===== src/rtl/ebus_pkg.sv =====
package ebus_pkg;

    localparam int ADDR_W = 24;
    localparam int SEG_W  = 8;
    localparam int OFF_W  = 16;
    localparam int DATA_W = 16;
    localparam int BYTE_W = 8;

    typedef enum logic [1:0] {
        BT_B8_DEMUX  = 2'b00,
        BT_B8_MUX    = 2'b01,
        BT_B16_DEMUX = 2'b10,
        BT_B16_MUX   = 2'b11
    } btype_e;

    typedef struct packed {
        logic             act;
        btype_e           btype;
        logic [SEG_W-1:0] base;
        logic [SEG_W-1:0] size;
    } bcfg_t;

    typedef enum logic [2:0] {
        S_IDLE,
        S_ADDR,
        S_STRB,
        S_DONE,
        S_TRAP
    } st_e;

    function automatic logic bt_mux(input btype_e b);
        return b[0];
    endfunction

    function automatic logic bt_wide(input btype_e b);
        return b[1];
    endfunction

    // segment lies in [base, base+size) of an active window
    function automatic logic seg_hit(input bcfg_t c, input logic [SEG_W-1:0] seg);
        logic [SEG_W:0] lim;
        lim = {1'b0, c.base} + {1'b0, c.size};
        return c.act && (seg >= c.base) && ({1'b0, seg} < lim);
    endfunction

endpackage


===== src/rtl/ebus_cfg.sv =====
module ebus_cfg
    import ebus_pkg::*;
#(
    parameter int NWIN  = 4,
    parameter int SEL_W = 3
) (
    input  logic              clk,
    input  logic              rst,
    input  logic              boot_internal,
    input  logic [1:0]        boot_type,
    input  logic              cfg_we,
    input  logic [SEL_W-1:0]  cfg_sel,
    input  bcfg_t             cfg_wdata,
    output logic              dflt_act,
    output btype_e            dflt_type,
    output bcfg_t [NWIN-1:0]  win
);

    always_ff @(posedge clk) begin
        if (rst) begin
            dflt_act  <= !boot_internal;
            dflt_type <= boot_internal ? BT_B8_DEMUX : btype_e'(boot_type);
        end else if (cfg_we && cfg_sel == '0) begin
            dflt_act  <= cfg_wdata.act;
            dflt_type <= cfg_wdata.btype;
        end
    end

    always_ff @(posedge clk) begin
        if (rst) begin
            win <= '0;
        end else if (cfg_we) begin
            for (int i = 0; i < NWIN; i++) begin
                if (cfg_sel == SEL_W'(i + 1)) win[i] <= cfg_wdata;
            end
        end
    end

endmodule


===== src/rtl/ebus_decode.sv =====
module ebus_decode
    import ebus_pkg::*;
#(
    parameter int NWIN = 4
) (
    input  logic [SEG_W-1:0]  seg,
    input  logic              dflt_act,
    input  btype_e            dflt_type,
    input  bcfg_t [NWIN-1:0]  win,
    output logic [NWIN-1:0]   cs_sel,
    output btype_e            btype,
    output logic              trap
);

    logic [NWIN-1:0] hit;

    for (genvar i = 0; i < NWIN; i++) begin : g_hit
        assign hit[i] = seg_hit(win[i], seg);
    end

    // walk downward so the lowest-numbered hit is assigned last
    always_comb begin
        cs_sel = '0;
        btype  = dflt_type;
        trap   = !dflt_act;
        for (int i = NWIN - 1; i >= 0; i--) begin
            if (hit[i]) begin
                cs_sel    = '0;
                cs_sel[i] = 1'b1;
                btype     = win[i].btype;
                trap      = 1'b0;
            end
        end
    end

endmodule


===== src/rtl/ebus_seq.sv =====
module ebus_seq
    import ebus_pkg::*;
#(
    parameter int NWIN     = 4,
    parameter int WAIT_CYC = 2,
    parameter int CNT_W    = $clog2(WAIT_CYC + 1)
) (
    input  logic               clk,
    input  logic               rst,
    input  logic               req_valid,
    input  logic               req_write,
    input  logic               req_wide,
    input  logic [ADDR_W-1:0]  req_addr,
    input  logic [DATA_W-1:0]  req_wdata,
    input  logic [NWIN-1:0]    rt_cs,
    input  btype_e             rt_type,
    input  logic               rt_trap,
    input  logic [DATA_W-1:0]  ad_in,
    output logic [DATA_W-1:0]  ad_out,
    output logic               ad_oe,
    output logic [OFF_W-1:0]   addr_out,
    output logic [SEG_W-1:0]   seg_out,
    output logic               ale,
    output logic               rd_n,
    output logic               wr_n,
    output logic [NWIN-1:0]    cs_n,
    output logic               ready,
    output logic               trap,
    output logic               busy,
    output logic [DATA_W-1:0]  rdata
);

    st_e                st;
    logic [NWIN-1:0]    cs_q;
    btype_e             bt_q;
    logic               wr_q;
    logic               wide_q;
    logic               second;
    logic [ADDR_W-1:0]  addr_q;
    logic [DATA_W-1:0]  wd_q;
    logic [CNT_W-1:0]   cnt;
    logic [DATA_W-1:0]  rd_q;

    logic               bus16;
    logic               mux;
    logic               split;
    logic               last;
    logic               active;
    logic [ADDR_W-1:0]  a_cur;
    logic [DATA_W-1:0]  wlane;
    logic [DATA_W-1:0]  rd_next;

    assign bus16  = bt_wide(bt_q);
    assign mux    = bt_mux(bt_q);
    assign split  = wide_q && !bus16;
    assign last   = (cnt == CNT_W'(WAIT_CYC - 1));
    assign active = (st == S_ADDR) || (st == S_STRB);
    assign a_cur  = wide_q ? {addr_q[ADDR_W-1:1], second} : addr_q;

    // write data placed on the lanes
    always_comb begin
        if (bus16) begin
            wlane = wide_q ? wd_q : {wd_q[BYTE_W-1:0], wd_q[BYTE_W-1:0]};
        end else begin
            wlane = {{BYTE_W{1'b0}}, second ? wd_q[DATA_W-1:BYTE_W] : wd_q[BYTE_W-1:0]};
        end
    end

    // read data assembled from the lanes
    always_comb begin
        rd_next = rd_q;
        if (bus16) begin
            if (wide_q) rd_next = ad_in;
            else        rd_next = {{BYTE_W{1'b0}},
                                   addr_q[0] ? ad_in[DATA_W-1:BYTE_W] : ad_in[BYTE_W-1:0]};
        end else if (split && second) begin
            rd_next[DATA_W-1:BYTE_W] = ad_in[BYTE_W-1:0];
        end else if (split) begin
            rd_next[BYTE_W-1:0] = ad_in[BYTE_W-1:0];
        end else begin
            rd_next = {{BYTE_W{1'b0}}, ad_in[BYTE_W-1:0]};
        end
    end

    always_ff @(posedge clk) begin
        if (rst) begin
            st     <= S_IDLE;
            cs_q   <= '0;
            bt_q   <= BT_B8_DEMUX;
            wr_q   <= 1'b0;
            wide_q <= 1'b0;
            second <= 1'b0;
            addr_q <= '0;
            wd_q   <= '0;
            cnt    <= '0;
            rd_q   <= '0;
        end else begin
            case (st)
                S_IDLE: begin
                    if (req_valid) begin
                        cs_q   <= rt_cs;
                        bt_q   <= rt_type;
                        wr_q   <= req_write;
                        wide_q <= req_wide;
                        addr_q <= req_addr;
                        wd_q   <= req_wdata;
                        second <= 1'b0;
                        cnt    <= '0;
                        st     <= rt_trap ? S_TRAP : S_ADDR;
                    end
                end
                S_ADDR: begin
                    cnt <= '0;
                    st  <= S_STRB;
                end
                S_STRB: begin
                    if (last) begin
                        if (!wr_q) rd_q <= rd_next;
                        if (split && !second) begin
                            second <= 1'b1;
                            st     <= S_ADDR;
                        end else begin
                            st <= S_DONE;
                        end
                    end else begin
                        cnt <= cnt + 1'b1;
                    end
                end
                default: st <= S_IDLE;
            endcase
        end
    end

    always_comb begin
        ale      = (st == S_ADDR) && mux;
        cs_n     = active ? ~cs_q : '1;
        rd_n     = !((st == S_STRB) && !wr_q);
        wr_n     = !((st == S_STRB) && wr_q);
        seg_out  = active ? a_cur[ADDR_W-1:OFF_W] : '0;
        addr_out = (active && !mux) ? a_cur[OFF_W-1:0] : '0;
        if ((st == S_ADDR) && mux) begin
            ad_out = a_cur[OFF_W-1:0];
            ad_oe  = 1'b1;
        end else if (active && wr_q) begin
            ad_out = wlane;
            ad_oe  = 1'b1;
        end else begin
            ad_out = '0;
            ad_oe  = 1'b0;
        end
        ready = (st == S_DONE);
        trap  = (st == S_TRAP);
        busy  = (st != S_IDLE);
        rdata = rd_q;
    end

endmodule


===== src/rtl/ebus_ctrl.sv =====
module ebus_ctrl
    import ebus_pkg::*;
#(
    parameter int NWIN     = 4,
    parameter int WAIT_CYC = 2,
    parameter int SEL_W    = $clog2(NWIN + 1)
) (
    input  logic               clk,
    input  logic               rst,
    input  logic               boot_internal,
    input  logic [1:0]         boot_type,
    input  logic               seg_en,
    input  logic               cfg_we,
    input  logic [SEL_W-1:0]   cfg_sel,
    input  logic               cfg_act,
    input  logic [1:0]         cfg_type,
    input  logic [SEG_W-1:0]   cfg_base,
    input  logic [SEG_W-1:0]   cfg_size,
    input  logic               req_valid,
    input  logic               req_write,
    input  logic               req_wide,
    input  logic [ADDR_W-1:0]  req_addr,
    input  logic [DATA_W-1:0]  req_wdata,
    output logic               req_ready,
    output logic               req_trap,
    output logic [DATA_W-1:0]  req_rdata,
    output logic               busy,
    input  logic [DATA_W-1:0]  ad_in,
    output logic [DATA_W-1:0]  ad_out,
    output logic               ad_oe,
    output logic [OFF_W-1:0]   addr_out,
    output logic [SEG_W-1:0]   seg_out,
    output logic               ale,
    output logic               rd_n,
    output logic               wr_n,
    output logic [NWIN-1:0]    cs_n
);

    bcfg_t              cfg_wdata;
    logic               dflt_act;
    btype_e             dflt_type;
    bcfg_t [NWIN-1:0]   win;
    logic [ADDR_W-1:0]  eff_addr;
    logic [NWIN-1:0]    rt_cs;
    btype_e             rt_type;
    logic               rt_trap;

    assign cfg_wdata = '{act: cfg_act, btype: btype_e'(cfg_type), base: cfg_base, size: cfg_size};
    assign eff_addr  = {seg_en ? req_addr[ADDR_W-1:OFF_W] : {SEG_W{1'b0}}, req_addr[OFF_W-1:0]};

    ebus_cfg #(.NWIN(NWIN), .SEL_W(SEL_W)) u_cfg (
        .clk           (clk),
        .rst           (rst),
        .boot_internal (boot_internal),
        .boot_type     (boot_type),
        .cfg_we        (cfg_we),
        .cfg_sel       (cfg_sel),
        .cfg_wdata     (cfg_wdata),
        .dflt_act      (dflt_act),
        .dflt_type     (dflt_type),
        .win           (win)
    );

    ebus_decode #(.NWIN(NWIN)) u_dec (
        .seg       (eff_addr[ADDR_W-1:OFF_W]),
        .dflt_act  (dflt_act),
        .dflt_type (dflt_type),
        .win       (win),
        .cs_sel    (rt_cs),
        .btype     (rt_type),
        .trap      (rt_trap)
    );

    ebus_seq #(.NWIN(NWIN), .WAIT_CYC(WAIT_CYC)) u_seq (
        .clk       (clk),
        .rst       (rst),
        .req_valid (req_valid),
        .req_write (req_write),
        .req_wide  (req_wide),
        .req_addr  (eff_addr),
        .req_wdata (req_wdata),
        .rt_cs     (rt_cs),
        .rt_type   (rt_type),
        .rt_trap   (rt_trap),
        .ad_in     (ad_in),
        .ad_out    (ad_out),
        .ad_oe     (ad_oe),
        .addr_out  (addr_out),
        .seg_out   (seg_out),
        .ale       (ale),
        .rd_n      (rd_n),
        .wr_n      (wr_n),
        .cs_n      (cs_n),
        .ready     (req_ready),
        .trap      (req_trap),
        .busy      (busy),
        .rdata     (req_rdata)
    );

endmodule


===== config.mk =====
export PLATFORM = sky130hd
export DESIGN_NAME = ebus_ctrl
export DESIGN_NICKNAME = d
export VERILOG_FILES = /design/src/rtl/ebus_pkg.sv /design/src/rtl/ebus_cfg.sv /design/src/rtl/ebus_decode.sv /design/src/rtl/ebus_seq.sv /design/src/rtl/ebus_ctrl.sv
export SDC_FILE = /design/constraint.sdc
export NUM_CORES = 1
export LEC_CHECK = 0
export BUFFER_PORTS_ARGS = -buffer_cell sky130_fd_sc_hd__buf_2
export CAP_MARGIN = 20
export CORE_ASPECT_RATIO = 1.2
export CORE_MARGIN = 2
export CORE_UTILIZATION = 57
export DETAILED_ROUTE_END_ITERATION = 12
export GPL_TIMING_DRIVEN = 0
export PLACE_DENSITY = 0.79
export SKIP_LAST_GASP = 1
export SLEW_MARGIN = 20
export SYNTH_ARGS = -nofsm -noshare
export SYNTH_HDL_FRONTEND = slang
export SYNTH_SLANG_ARGS = --single-unit
export TNS_END_PERCENT = 20

===== constraint.sdc =====
create_clock -name clk -period 3.8 [get_ports clk]
set_input_delay 0.38 -clock clk [delete_from_list [all_inputs] [get_ports clk]]
set_output_delay 0.38 -clock clk [all_outputs]
set_load 0.005 [all_outputs]

* Word-level counts from Yosys, hierarchy flattened
Index checks and enable logic that the tools add are counted.
Storage, ports and cells: bits in registers 149, latch bits 0, bits in writable memories 0, ROM bits 0, bits of input ports 88, output and inout bits 67, logic and storage cells 148, memories 0
Cells by class: $add $sub $neg 5, multiply operators 0, div/mod/pow operators 0, order comparisons 8, eq/ne operators 15, shift operators 0, mux-type cells 47, bitwise gates (word level) 2, reduce and logical (&&, ||, !) cells 42
Operators by type and width (number):
- $mux 16 | 7
- $mux 8 | 7
- $add 8x8->9 | 4
- $lt 8x9->1 | 4
- $ge 8x8->1 | 4
- $mux 2 | 10
- $mux 4 | 5
- $logic_and 1x1->1 | 17
- $eq 3x2->1 const B | 4
- $mux 1 | 12
- $reduce_and 2->1 | 6
- $reduce_and 4->1 | 3
- $mux 3 | 3
- $pmux 3 s3 | 1
- $logic_not 1->1 | 8
- $eq 3x1->1 const B | 2
- $eq 3x3->1 const B | 2
- $logic_not 3->1 | 2
- $ne 2x1->1 const B | 3
- $pmux 2 s3 | 1
- $reduce_bool 3->1 | 2
- $ne 2x2->1 const B | 2
- $not 4->4 | 1
- $reduce_bool 2->1 | 2
- other kinds (7) | 7

* Depth between registers and ports, before layout
Gate-level depths: netlist of run 1.
depth after elaboration 11, depth in mapped cells 16, gate-level depth less buffers 16

* Hierarchy
A second synthesis of run 1 with hierarchy kept.
Second synthesis, totals: cells, all modules 1062, area total of the unflattened synthesis 9328.9 µm²
By module, submodules not included:
- ebus_seq | instances 1, cells an instance 440, area each 3412.0 µm², seq. area each 1401.3 µm²
- ebus_cfg | instances 1, cells an instance 283, area each 3213.1 µm², seq. area each 1611.5 µm²
- ebus_decode | instances 1, cells an instance 331, area each 2653.8 µm², seq. area each 0.0 µm²
- ebus_ctrl | instances 1, cells an instance 8, area each 50.0 µm², seq. area each 0.0 µm²

* Worst setup path before layout of run 1
Ideal clock, no wire load.
kind register -> register, start point reg, netlist name u_cfg.win[0], end point reg u_seq.st[0], library setup time 117 ps, arrival time 3135 ps, data required time 3683 ps, setup slack 548 ps, cell stages (with the launch flop) 17, buffers on the path 0, clock period less this slack 3252 ps, cell sequence dfxtp_1 ha_1 inv_1 fa_1 nor2b_1 o31ai_2 nand2b_1 a21o_1 xnor2_1 ha_1 o21ai_0 o21bai_1 a21oi_1 nor4_4 nor2_2 or4_4 a32o_1
Between the ends: cells in the longest elaborated chain, start to end 7
Ends and longest elaborated chain:
- $add 8x8->9 | line ebus_pkg.sv:42 | lim = {1'b0, c.base} + {1'b0, c.size};
- $lt 8x9->1 | line ebus_pkg.sv:43 | return c.act && (seg >= c.base) && ({1'b0, seg} < lim);
- $logic_and 1x1->1 | line ebus_pkg.sv:43
- $mux 1 | line ebus_decode.sv:27 | if (hit[i]) begin
- $mux 3 | line ebus_seq.sv:109 | st <= rt_trap ? S_TRAP : S_ADDR;
- $mux 3 | line ebus_seq.sv:100 | if (req_valid) begin
- $pmux 3 s3 | line ebus_seq.sv:98 | case (st)
- end signal: assignment | line ebus_seq.sv:109
- end: declaration | line ebus_seq.sv:33 | st_e st;
Every way passes these cells. The select of a mux whose other input is x is not followed. A chain may end at the register's enable or synchronous reset.

* Final worst setup path of run 1
start point reg, netlist name u_cfg.win[19], end point reg u_seq.st[0]
Between the ends: cells in the longest elaborated chain, start to end 8
Ends and longest elaborated chain (line):
- $add 8x8->9 | ebus_pkg.sv:42
- $lt 8x9->1 | ebus_pkg.sv:43
- $logic_and 1x1->1 | ebus_pkg.sv:43
- $mux 1 (2 in a row) | ebus_decode.sv:27
- $mux 3 | ebus_seq.sv:109
- $mux 3 | ebus_seq.sv:100
- $pmux 3 s3 | ebus_seq.sv:98
Every way passes these cells. The select of a mux whose other input is x is not followed.

==> impl_metrics.yaml, run 1 <==
global_routing:
  grt_max_degree: 17
  track_usage_pct: 30.4
  grt_pass1_wl_microns: 38700
  grt-ovfl-total: 0
  grt_pass1_vias: 7848
  grt_antenna_before_repair: 0
routing:
  met2_length_microns: 11800
  ant_nets: 0
  wl_per_cell_microns: 16.4
  vias: 8481
  drt-initial-drc-count: 588
  firstDrtPassIters: 5
  drc_errors: 0
  viasPerCell: 5.60
  met1Wirelength_microns: 10200
  wl_met3_microns: 1820
  top_layer_used: "met4"
  wl_microns: 24900
floorplanning:
  die_y_microns: 140
  design.core.area_sq_mm: 0.0150
  dieArea_sq_mm: 0.0164
  initial_utilization_pct: 58.3
  io-pin-count: 155
  rows: 49
  dieWidth_microns: 117
worst_setup_path:
  crit_buf_inv: 0
  crit_fanout: 4
  worstSetupPathType: "flop to flop"
  cp_cell_sequence: "ha_1 -> fa_1 -> a211oi_2 -> nor2_1 -> o21a_1 -> nor2_1 -> xor2_1 -> ha_1 -> nor2_1 -> a211oi_1 -> nand3_2 -> and2_1 -> or4_4 -> a32o_1"
  reg2reg_to: "u_seq.st[0]"
  slowest_stage: "or4_4"
  rr_worst_depth: 14
  crit_path_end_kind: "flop"
  arrival_ns: 3.91
  max_stage_delay_ns: 0.55
  worstPathRequired_ns: 4.12
  path_common_cell: "nor2_1"
  rr_startpoint: "u_cfg.win[19]"
  r2r_slack_ns: 0.20
  crit_family: "simple AND/OR/NAND/NOR gates"
  crit_path_start_kind: "flop"
final_layout:
  drive_gt1_share_pct: 16.3
  final_common_cell: "nand2_1"
  most-common-layout-cells: "nand2_1, a21oi_1, buf_2"
  finalNetCount: 1483
  syn_to_final_growth_pct: 19.5
  diodes: 0
  final_cells: 1515
logic_synthesis:
  synth.avg_cell_area_sq_um: 7.77
  ys_async_sr_fraction_pct: 0
  synth_nets: 1311
  synth_area_sq_mm: 0.00875
  ys_seq_elements: 149
  yosysWarnings: 0
  synthCells: 1126
  seq_area_frac_synth_pct: 34.4
  synth_ff_type: "dfxtp_1"
  synth_edf_count: 3
  synth_cell_types: 64
sta:
  relSlewSlack_pct: 52.4
  finalHoldViolCount: 0
  slew_violations: 0
  rsz0062_at_grt: "yes"
  worst_slew_pin_slew_ns: 0.713
  holdWs_ns: 0.186
  fin_crit_sh_pct: 94.6
  skew_ns: 0.00699
  fmax_mhz: 278
  fin_crit_ns: 3.60
  setup_viol: 0
cts:
  clk_latency_ns: 0.43
  root_buffer: "clkbuf_16"
  cts_setup_buffers: 0
  path_clk_slew_ns: 0.06
  cts_tree: "built"
  cts_sinks: 149
  cts_buffers: 17
  ctsHtreeMaxLevel: 4
  clk_path_buf_depth: 2
pwr:
  leakagePower_nw: 4.41
  finalPower_mw: 4.07
  irDropWorstVdd_uv: 314
  power.density_mw_per_mm2: 389
status:
  status: "completed"
placed_design:
  place_congestion: 0.932
  place_inst: 1483
  io_buffers: 153
  place_hpwl_microns: 18900
min_path:
  hold_depth: 3
  hold_path_end: "u_seq.addr_q[13]"
  hold_class: "input port to flop"
  min-delay-start: "req_addr[13]"
run:
  max_cap_viol_count: 0
cells in the mapped netlist, types with 3 or more instances:
| cell | count | area share [%] |
|---|---|---|
| a211oi_1 | 15 | 1.3 |
| a21o_1 | 14 | 1.2 |
| a21oi_1 | 164 | 9.4 |
| a22o_1 | 8 | 0.80 |
| a31oi_1 | 4 | 0.29 |
| and2_1 | 24 | 1.7 |
| and2_2 | 7 | 0.60 |
| buf_1 | 4 | 0.17 |
| clkbuf_1 | 50 | 2.1 |
| dfxtp_1 | 146 | 33 |
| edfxtp_1 | 3 | 1.0 |
| fa_1 | 4 | 0.91 |
| ha_1 | 93 | 13 |
| inv_1 | 50 | 2.1 |
| mux2i_1 | 26 | 3.0 |
| nand2_1 | 285 | 12 |
| nand2b_1 | 9 | 0.64 |
| nand3_1 | 18 | 1.0 |
| nand3b_1 | 5 | 0.43 |
| nand4_1 | 3 | 0.21 |
| nor2_1 | 42 | 1.8 |
| nor2b_1 | 9 | 0.64 |
| nor3_1 | 11 | 0.63 |
| o2111ai_1 | 3 | 0.30 |
| o211ai_1 | 3 | 0.26 |
| o21a_1 | 5 | 0.43 |
| o21ai_0 | 41 | 2.3 |
| o21bai_1 | 6 | 0.51 |
| or3_1 | 5 | 0.36 |
| or4_1 | 3 | 0.26 |
| xnor2_1 | 12 | 1.2 |
| xor2_1 | 10 | 1.0 |
worst min-delay path, stage by stage:
cell	delay, ns
buf_2	0.10
nand2_1	0.04
a21oi_1	0.05
power by group:
part           switching (mW)  internal (mW)  leakage, nW  total [mW]
registers              0.0424           1.63         1.22        1.67
clock network           0.677           1.15        0.314        1.83
logic                   0.351          0.216         2.88       0.567
how the worst max path moves through the flow:
stage	startpoint	to	slack, ns	cells past startpoint
2_1_floorplan	u_cfg.win[0]	u_seq.st[0]	0.55	16
3_3_place_gp	u_cfg.win[58]	u_seq.bt_q[1]	0.24	15
3_5_place_dp	u_cfg.win[28]	u_seq.cs_q[1]	0.17	15
4_1_cts	u_cfg.win[66]	u_seq.bt_q[1]	0.06	15
5_1_grt	u_cfg.win[27]	u_seq.st[0]	-0.008	14
6_report	u_cfg.win[19]	u_seq.st[0]	0.20	14
state kept, by name, summed over array words and instances, names as in the netlist, 2 cells and up:
signal           cells
u_cfg.win           76
u_seq.cnt            2
u_seq.cs_q           4
u_seq.rdata         16
u_seq.wd_q          16
u_cfg.dflt_type      2
u_seq.st             3
u_seq.addr_q        24
u_seq.bt_q           2
repair_timing:
action                                  in CTS  in global routing
gates resized for setup                      0                  6
endpoints found under the setup margin       0                  6
hold buffers                                 0                  0
metrics by stage:
stage	cell area [sq um]	TNS, ns	util [%]	worst slack, ns
after floorplan	8750	0	-	0.548
after global placement	9780	0	65.1	0.243
after detailed placement	9780	0	65.1	0.167
after CTS	10400	0	69.4	0.0573
after global routing	10500	-0.0154	69.6	-0.00792
final	10500	0	69.6	0.204
logic make-up (layout without fill, tap and decap cells):
kind of cell / count (synthesis) / count (layout) / synth area share, %
xor+xnor: 22 / 22 / 2.20
fa+ha+maj: 97 / 97 / 14.2
flops: 149 / 149 / 34.4
mux: 28 / 28 / 3.23
compound gates: 286 / 286 / 19.2
simple gates: 438 / 438 / 22.2
buf+inv: 106 / 291 / 4.57
layout make-up:
class,instances,area (sq um)
clock inverter,11,173
clock buffer,21,470
sequential,149,3010
timing repair buffer,153,766
inverter,50,188
buffer,56,213
tap,204,255
fill,1304,4560
multi-input combinational,871,5380
routing by layer:
layer  vias up  GRT usage (%)
met1      3871           37.6
met5         -              0
met2       340           51.6
met3        56           4.40
li1       4214              -
met4         0           14.1
Power figures use the tool's default switching activity.
==> run 2, diff against run 1 <==
--- a/config.mk
+++ b/config.mk
@@ -13,6 +13,7 @@
 export DETAILED_ROUTE_END_ITERATION = 12
 export GPL_TIMING_DRIVEN = 0
 export PLACE_DENSITY = 0.79
+export REMOVE_ABC_BUFFERS = 1
 export SKIP_LAST_GASP = 1
 export SLEW_MARGIN = 20
 export SYNTH_ARGS = -nofsm -noshare
==> run 2 against run 1 <==
Compared with the run above: final cell count is 3.1% lower; global-route usage down 2.3 points; total power up 0.49%; critical path type unchanged; critical endpoint is now u_seq.bt_q[1]; highest routed layer unchanged.
==> impl_metrics.yaml, run 2 (synthesis gave the netlist of run 1 again) <==
status:
  status: "completed"
placed_design:
  place_congestion: 0.865
  io_buffers: 154
  place_hpwl_microns: 16700
cts:
  clk_latency_ns: 0.42
  cts_hold_buf: 0
  cts_sinks: 149
  cts_buffers: 17
  cts_tree: "built"
  ctsHtreeMaxLevel: 4
  root_buffer: "clkbuf_16"
  path_clk_slew_ns: 0.06
  clk_path_buf_depth: 2
floorplanning:
  dieArea_sq_mm: 0.0164
  initial_utilization_pct: 58.3
  rows: 49
  die_y_microns: 140
  design.core.area_sq_mm: 0.0150
  io-pin-count: 155
  dieWidth_microns: 117
min_path:
  hold_class: "input port to flop"
final_layout:
  final_common_cell: "nand2_1"
  drive_gt1_share_pct: 17.6
  largest_reg_flops: 76
  syn_to_final_growth_pct: 18.4
  finish.utilization_pct: 69.0
  reg_top3: "u_cfg.win x76, u_seq.addr_q x24"
  final.fill_count: 1255
  regArea_sq_mm: 0.00301
  diodes: 0
  most-common-layout-cells: "nand2_1, a21oi_1, buf_2"
  multi_input_area_sq_mm: 0.00538
  finalNetCount: 1436
  largest_register: "u_cfg.win"
worst_setup_path:
  crit_fanout: 4
  arrival_ns: 3.99
  crit_path_end_kind: "flop"
  worstSetupPathType: "flop to flop"
  slowest_stage: "o2bb2ai_1"
  cp_cell_sequence: "ha_1 -> inv_1 -> fa_1 -> nor2b_1 -> o31ai_1 -> a21oi_1 -> xnor2_1 -> ha_1 -> nor3_1 -> a221oi_1 -> o211ai_1 -> o2bb2ai_1 -> mux2_2 -> o211a_1 -> o21a_1"
  crit_family: "compound AO/OA/AOI/OAI gates"
  max_stage_delay_ns: 0.45
  worstPathRequired_ns: 4.12
  path_common_cell: "ha_1"
  crit_buf_inv: 1
  crit_path_start_kind: "flop"
routing:
  firstDrtPassIters: 5
  vias: 8202
  drc_errors: 0
  viasPerCell: 5.59
  drt-initial-drc-count: 567
  wl_microns: 23000
  wl_per_cell_microns: 15.7
  ant_nets: 0
sta:
  fin_crit_sh_pct: 96.6
  setup_viol: 0
  relSlewSlack_pct: 32.1
  slew_violations: 0
  fmax_mhz: 272
  worst_slew_pin_slew_ns: 1.02
  fin_crit_ns: 3.67
  skew_ns: 0.00507
  rsz0062_at_grt: "yes"
  finalHoldViolCount: 0
  holdWs_ns: 0.187
global_routing:
  grt_pass1_vias: 7665
  grt_pass1_wl_microns: 36400
  grt-ovfl-total: 0
  grt_max_degree: 93
  grt_antenna_before_repair: 0
  track_usage_pct: 28.1
pwr:
  power.density_mw_per_mm2: 394
  irDropWorstVdd_uv: 297
  leakagePower_nw: 4.39
run:
  max_cap_viol_count: 0
## run 2: changes by cell type in the layout (fill, tap and decap cells not counted), sizes merged
cell / previous run / this run
clkbuf: 71 / 20
inv: 51 / 50
bufinv: 4 / 5
buf: 159 / 162
clkinvlp: 1 / 2
## run 2: report_power, final
part           total [mW]  internal [mW]  switching, mW
sequential           1.68           1.63         0.0568
combinational       0.542          0.223          0.319
clock                1.86           1.20          0.662
## run 2: metal layers
| layer | up-vias | GRT usage (%) | routed length, microns | part of all wire (%) |
|---|---|---|---|---|
| met5 | - | 0 | 0 | 0 |
| met4 | 0 | 10.2 | 652 | 2.8 |
| met3 | 43 | 5.23 | 1640 | 7.1 |
| li1 | 4118 | - | - | - |
| met2 | 291 | 47.9 | 10800 | 47 |
| met1 | 3750 | 35.1 | 9940 | 43 |
## run 2: layout make-up
cell class / instances / area share, %
Clock buffer: 20 / 4.41
Clock inverter: 12 / 1.94
Inverter: 50 / 1.81
Multi-Input combinational cell: 871 / 51.9
Sequential cell: 149 / 29.1
Tap cell: 204 / 2.46
Timing Repair Buffer: 162 / 8.46
## run 2: path summary, 6_finish.rpt
| check | start | end | slack (ns) | cells past startpoint |
|---|---|---|---|---|
| min | req_addr[10] | u_seq.addr_q[10] | 0.19 | 3 |
| min reg2reg | u_seq.addr_q[23] | u_seq.addr_q[23] | 0.45 | 2 |
| max reg2reg | u_cfg.win[65] | u_seq.bt_q[1] | 0.13 | 15 |
| max | u_cfg.win[65] | u_seq.bt_q[1] | 0.13 | 15 |
## run 2: per-stage QoR
step / cells / area [sq um] / TNS (ns) / total power [mW] / setup slack [ns]
after floorplan: 1070 / 8540 / 0 / 2.02 / 0.247
after global placement: 1428 / 9570 / -45.19 / 2.22 / -1.43
after detailed placement: 1436 / 9700 / 0 / 2.25 / 0.195
after CTS: 1468 / 10400 / 0 / 4.10 / 0.156
after global routing: 1468 / 10400 / -0.226 / 4.24 / -0.105
final: 1468 / 10400 / 0 / 4.09 / 0.128
## run 2: what timing repair did
| action | CTS | global route |
|---|---|---|
| buffers inserted | 0 | 0 |
| gates resized for setup | 0 | 1 |
| endpoints found under the setup margin | 0 | 27 |
## run 2: tightest hold or removal path, stage by stage
cell and delay, ns:
buf_2 0.09, nand2_1 0.04, a21oi_1 0.05
==> run 3, diff against run 2 <==
--- a/config.mk
+++ b/config.mk
@@ -5,6 +5,8 @@
 export SDC_FILE = /design/constraint.sdc
 export NUM_CORES = 1
 export LEC_CHECK = 0
+export ABC_AREA = 1
+export ABC_CLOCK_PERIOD_IN_PS = 3800
 export BUFFER_PORTS_ARGS = -buffer_cell sky130_fd_sc_hd__buf_2
 export CAP_MARGIN = 20
 export CORE_ASPECT_RATIO = 1.2
==> run 3 against run 2 <==
Compared with the run above: maximum frequency increased by 16%; sequential power increased by 17%; synthesized cell count increased by 8.6%; core utilization decreased by 0.96 points.
==> impl_metrics.yaml, run 3 <==
status:
  status: "completed"
logic_synthesis:
  synth_area_leaders: "dfxtp_1, ha_1, a21oi_1"
  synth_edf_count: 3
  yosys.area.top_type_share_pct: 33.1
  seq_area_frac_synth_pct: 34.1
  synth_area_leader_cell: "dfxtp_1"
  synth_common_cells: "nand2_1, inv_1, a21oi_1"
  synth.avg_cell_area_sq_um: 7.22
  synth_cell_types: 41
  yosysWarnings: 0
  ys_async_sr_fraction_pct: 0
  synth_ff_type: "dfxtp_1"
  synth_most_common_cell: "nand2_1"
  synth_area_sq_mm: 0.00883
  ys_seq_elements: 149
  synthCells: 1223
global_routing:
  grt_max_degree: 88
  grt_antenna_before_repair: 0
  grt_pass1_wl_microns: 37600
  track_usage_pct: 28.0
  grt-ovfl-total: 0
  grt_pass1_vias: 7957
sta:
  skew_ns: 0.00765
  finalHoldViolCount: 0
  rsz0062_at_grt: "no"
  worst_slew_pin_slew_ns: 1.03
  setup_viol: 0
  fin_crit_sh_pct: 83.3
  fmax_mhz: 316
  fin_crit_ns: 3.17
  relSlewSlack_pct: 31.0
  slew_violations: 0
cts:
  root_buffer: "clkbuf_16"
  cts_sinks: 149
  clk_latency_ns: 0.42
  cts.repair.resized: 0
  cts_setup_buffers: 0
  cts_tree: "built"
  cts_buffers: 17
  clk_path_buf_depth: 2
  ctsHtreeMaxLevel: 4
  path_clk_slew_ns: 0.06
  cts_hold_buf: 0
final_layout:
  drive_gt1_share_pct: 15.4
  most-common-layout-cells: "nand2_1, buf_2, inv_1"
  final_common_cell: "nand2_1"
  finalNetCount: 1532
  largest_register: "u_cfg.win"
  fin_area_sq_mm: 0.0103
  syn_to_final_growth_pct: 16.2
  reg_top3: "u_cfg.win x76, u_seq.addr_q x24"
  largest_reg_flops: 76
  diodes: 0
min_path:
  hold_class: "input port to flop"
floorplanning:
  design.core.area_sq_mm: 0.0151
  dieArea_sq_mm: 0.0165
  initial_utilization_pct: 58.6
  io-pin-count: 155
  dieWidth_microns: 118
  rows: 49
  die_y_microns: 140
worst_setup_path:
  arrival_ns: 3.46
  crit_path_start_kind: "flop"
  worstPathRequired_ns: 4.09
  crit_fanout: 3
  worstSetupPathType: "flop to flop"
  slowest_stage: "o21ai_0"
  cp_cell_sequence: "ha_1 -> inv_1 -> fa_1 -> o21ai_0 -> xor2_1 -> ha_1 -> nand2_1 -> nor2_1 -> nand2_1 -> nand3_1 -> nand2_1 -> nand2_1 -> nand2_1 -> nand2_1 -> nand2_1 -> a21oi_1 -> nand4_1 -> o21ai_0 -> nor2_1"
  max_stage_delay_ns: 0.40
  crit_family: "adder cells"
  crit_path_end_kind: "flop"
  crit_buf_inv: 1
  path_common_cell: "nand2_1"
routing:
  ant_nets: 0
  drt-initial-drc-count: 525
  firstDrtPassIters: 5
  drc_errors: 0
  wl_microns: 22800
  viasPerCell: 5.42
  wl_per_cell_microns: 14.6
  vias: 8471
placed_design:
  place_area_sq_mm: 0.00970
  place_hpwl_microns: 16200
  io_buffers: 154
  place_congestion: 0.871
pwr:
  finalPower_mw: 5.36
  p_int_mw: 3.34
  irDropWorstVdd_uv: 385
  netSwitchingFraction_pct: 37.7
  leakagePower_nw: 4.76
  switchingPower_mw: 2.02
  power.density_mw_per_mm2: 523
  pwr-share-seq_pct: 36.8
  p_clk_share_pct: 30.5
  power_frac_comb_pct: 32.7
run:
  max_cap_viol_count: 0
## run 3: changes by cell type in the layout (fill, tap and decap cells not counted), sizes merged, moves of 13 or more
cell | before | now
mux2i | 26 | 1
o21ai | 42 | 149
and2 | 31 | 0
nor2 | 43 | 140
a311oi | 0 | 15
a21oi | 164 | 148
inv | 50 | 158
nand3 | 18 | 36
a211oi | 16 | 0
nand2 | 286 | 190
o31ai | 3 | 16
## run 3: worst paths after layout
kind                               startpoint        endpoint  slack, ns  cells after the start
worst min-delay path            req_wdata[11]  u_seq.wd_q[11]       0.20                      3
worst max-delay path            u_cfg.win[65]     u_seq.st[0]       0.63                     19
worst min register to register  u_cfg.win[56]   u_cfg.win[56]       0.45                      2
worst max register to register  u_cfg.win[65]     u_seq.st[0]       0.63                     19
## run 3: power groups by stage
stage	combinational (mW)	sequential (mW)	clock, mW
floorplan	1.21	1.97	0
global placement	1.69	2.00	0
detailed placement	1.74	2.01	0
CTS	1.75	1.97	1.65
global route	2.02	2.01	1.71
finish	1.76	1.97	1.63
## run 3: cell families (layout without fill, tap and decap cells)
logic type | after synthesis | in the layout | synth area share, %
AND/OR/NAND/NOR | 396 | 396 | 18.8
AO/OA/AOI/OAI | 347 | 347 | 21.4
multiplexers | 1 | 1 | 0.113
buffers and inverters | 209 | 346 | 9.19
flip-flops | 149 | 149 | 34.1
XOR/XNOR | 24 | 24 | 2.38
adder cells (fa/ha/maj) | 97 | 97 | 14.1
## run 3: per-stage QoR
stage	util, %	setup TNS (ns)	hold WS, ns	setup slack (ns)	std cells
4_1_cts	68.1	0	0.190	0.656	1564
3_3_place_gp	63.9	-0.0654	0.436	-0.0218	1530
5_1_grt	68.1	0	0.210	0.202	1564
3_5_place_dp	64.3	0	0.442	0.678	1532
2_1_floorplan	-	0	0.426	1.16	1172
6_report	68.1	0	0.202	0.635	1564
## run 3: layout make-up
| type | instances | area [sq um] |
|---|---|---|
| fill | 1362 | 4820 |
| timing repair buffer | 156 | 810 |
| sequential | 149 | 3010 |
| multi-input combinational | 865 | 5020 |
| clock buffer | 19 | 433 |
| clock inverter | 13 | 133 |
| tap | 204 | 255 |
| inverter | 158 | 596 |
## run 3: layer usage
metal | part of all wire (%) | GRT usage, %
met2 | 48 | 49.5
met3 | 5.4 | 4.72
met5 | 0 | 0
met1 | 45 | 35.5
met4 | 1.7 | 7.23
## run 3: worst min-delay path: cells and delay by family
kind / cells / cell delay, ns
compound gates: 1 / 0.05
buf+inv: 1 / 0.09
simple gates: 1 / 0.05
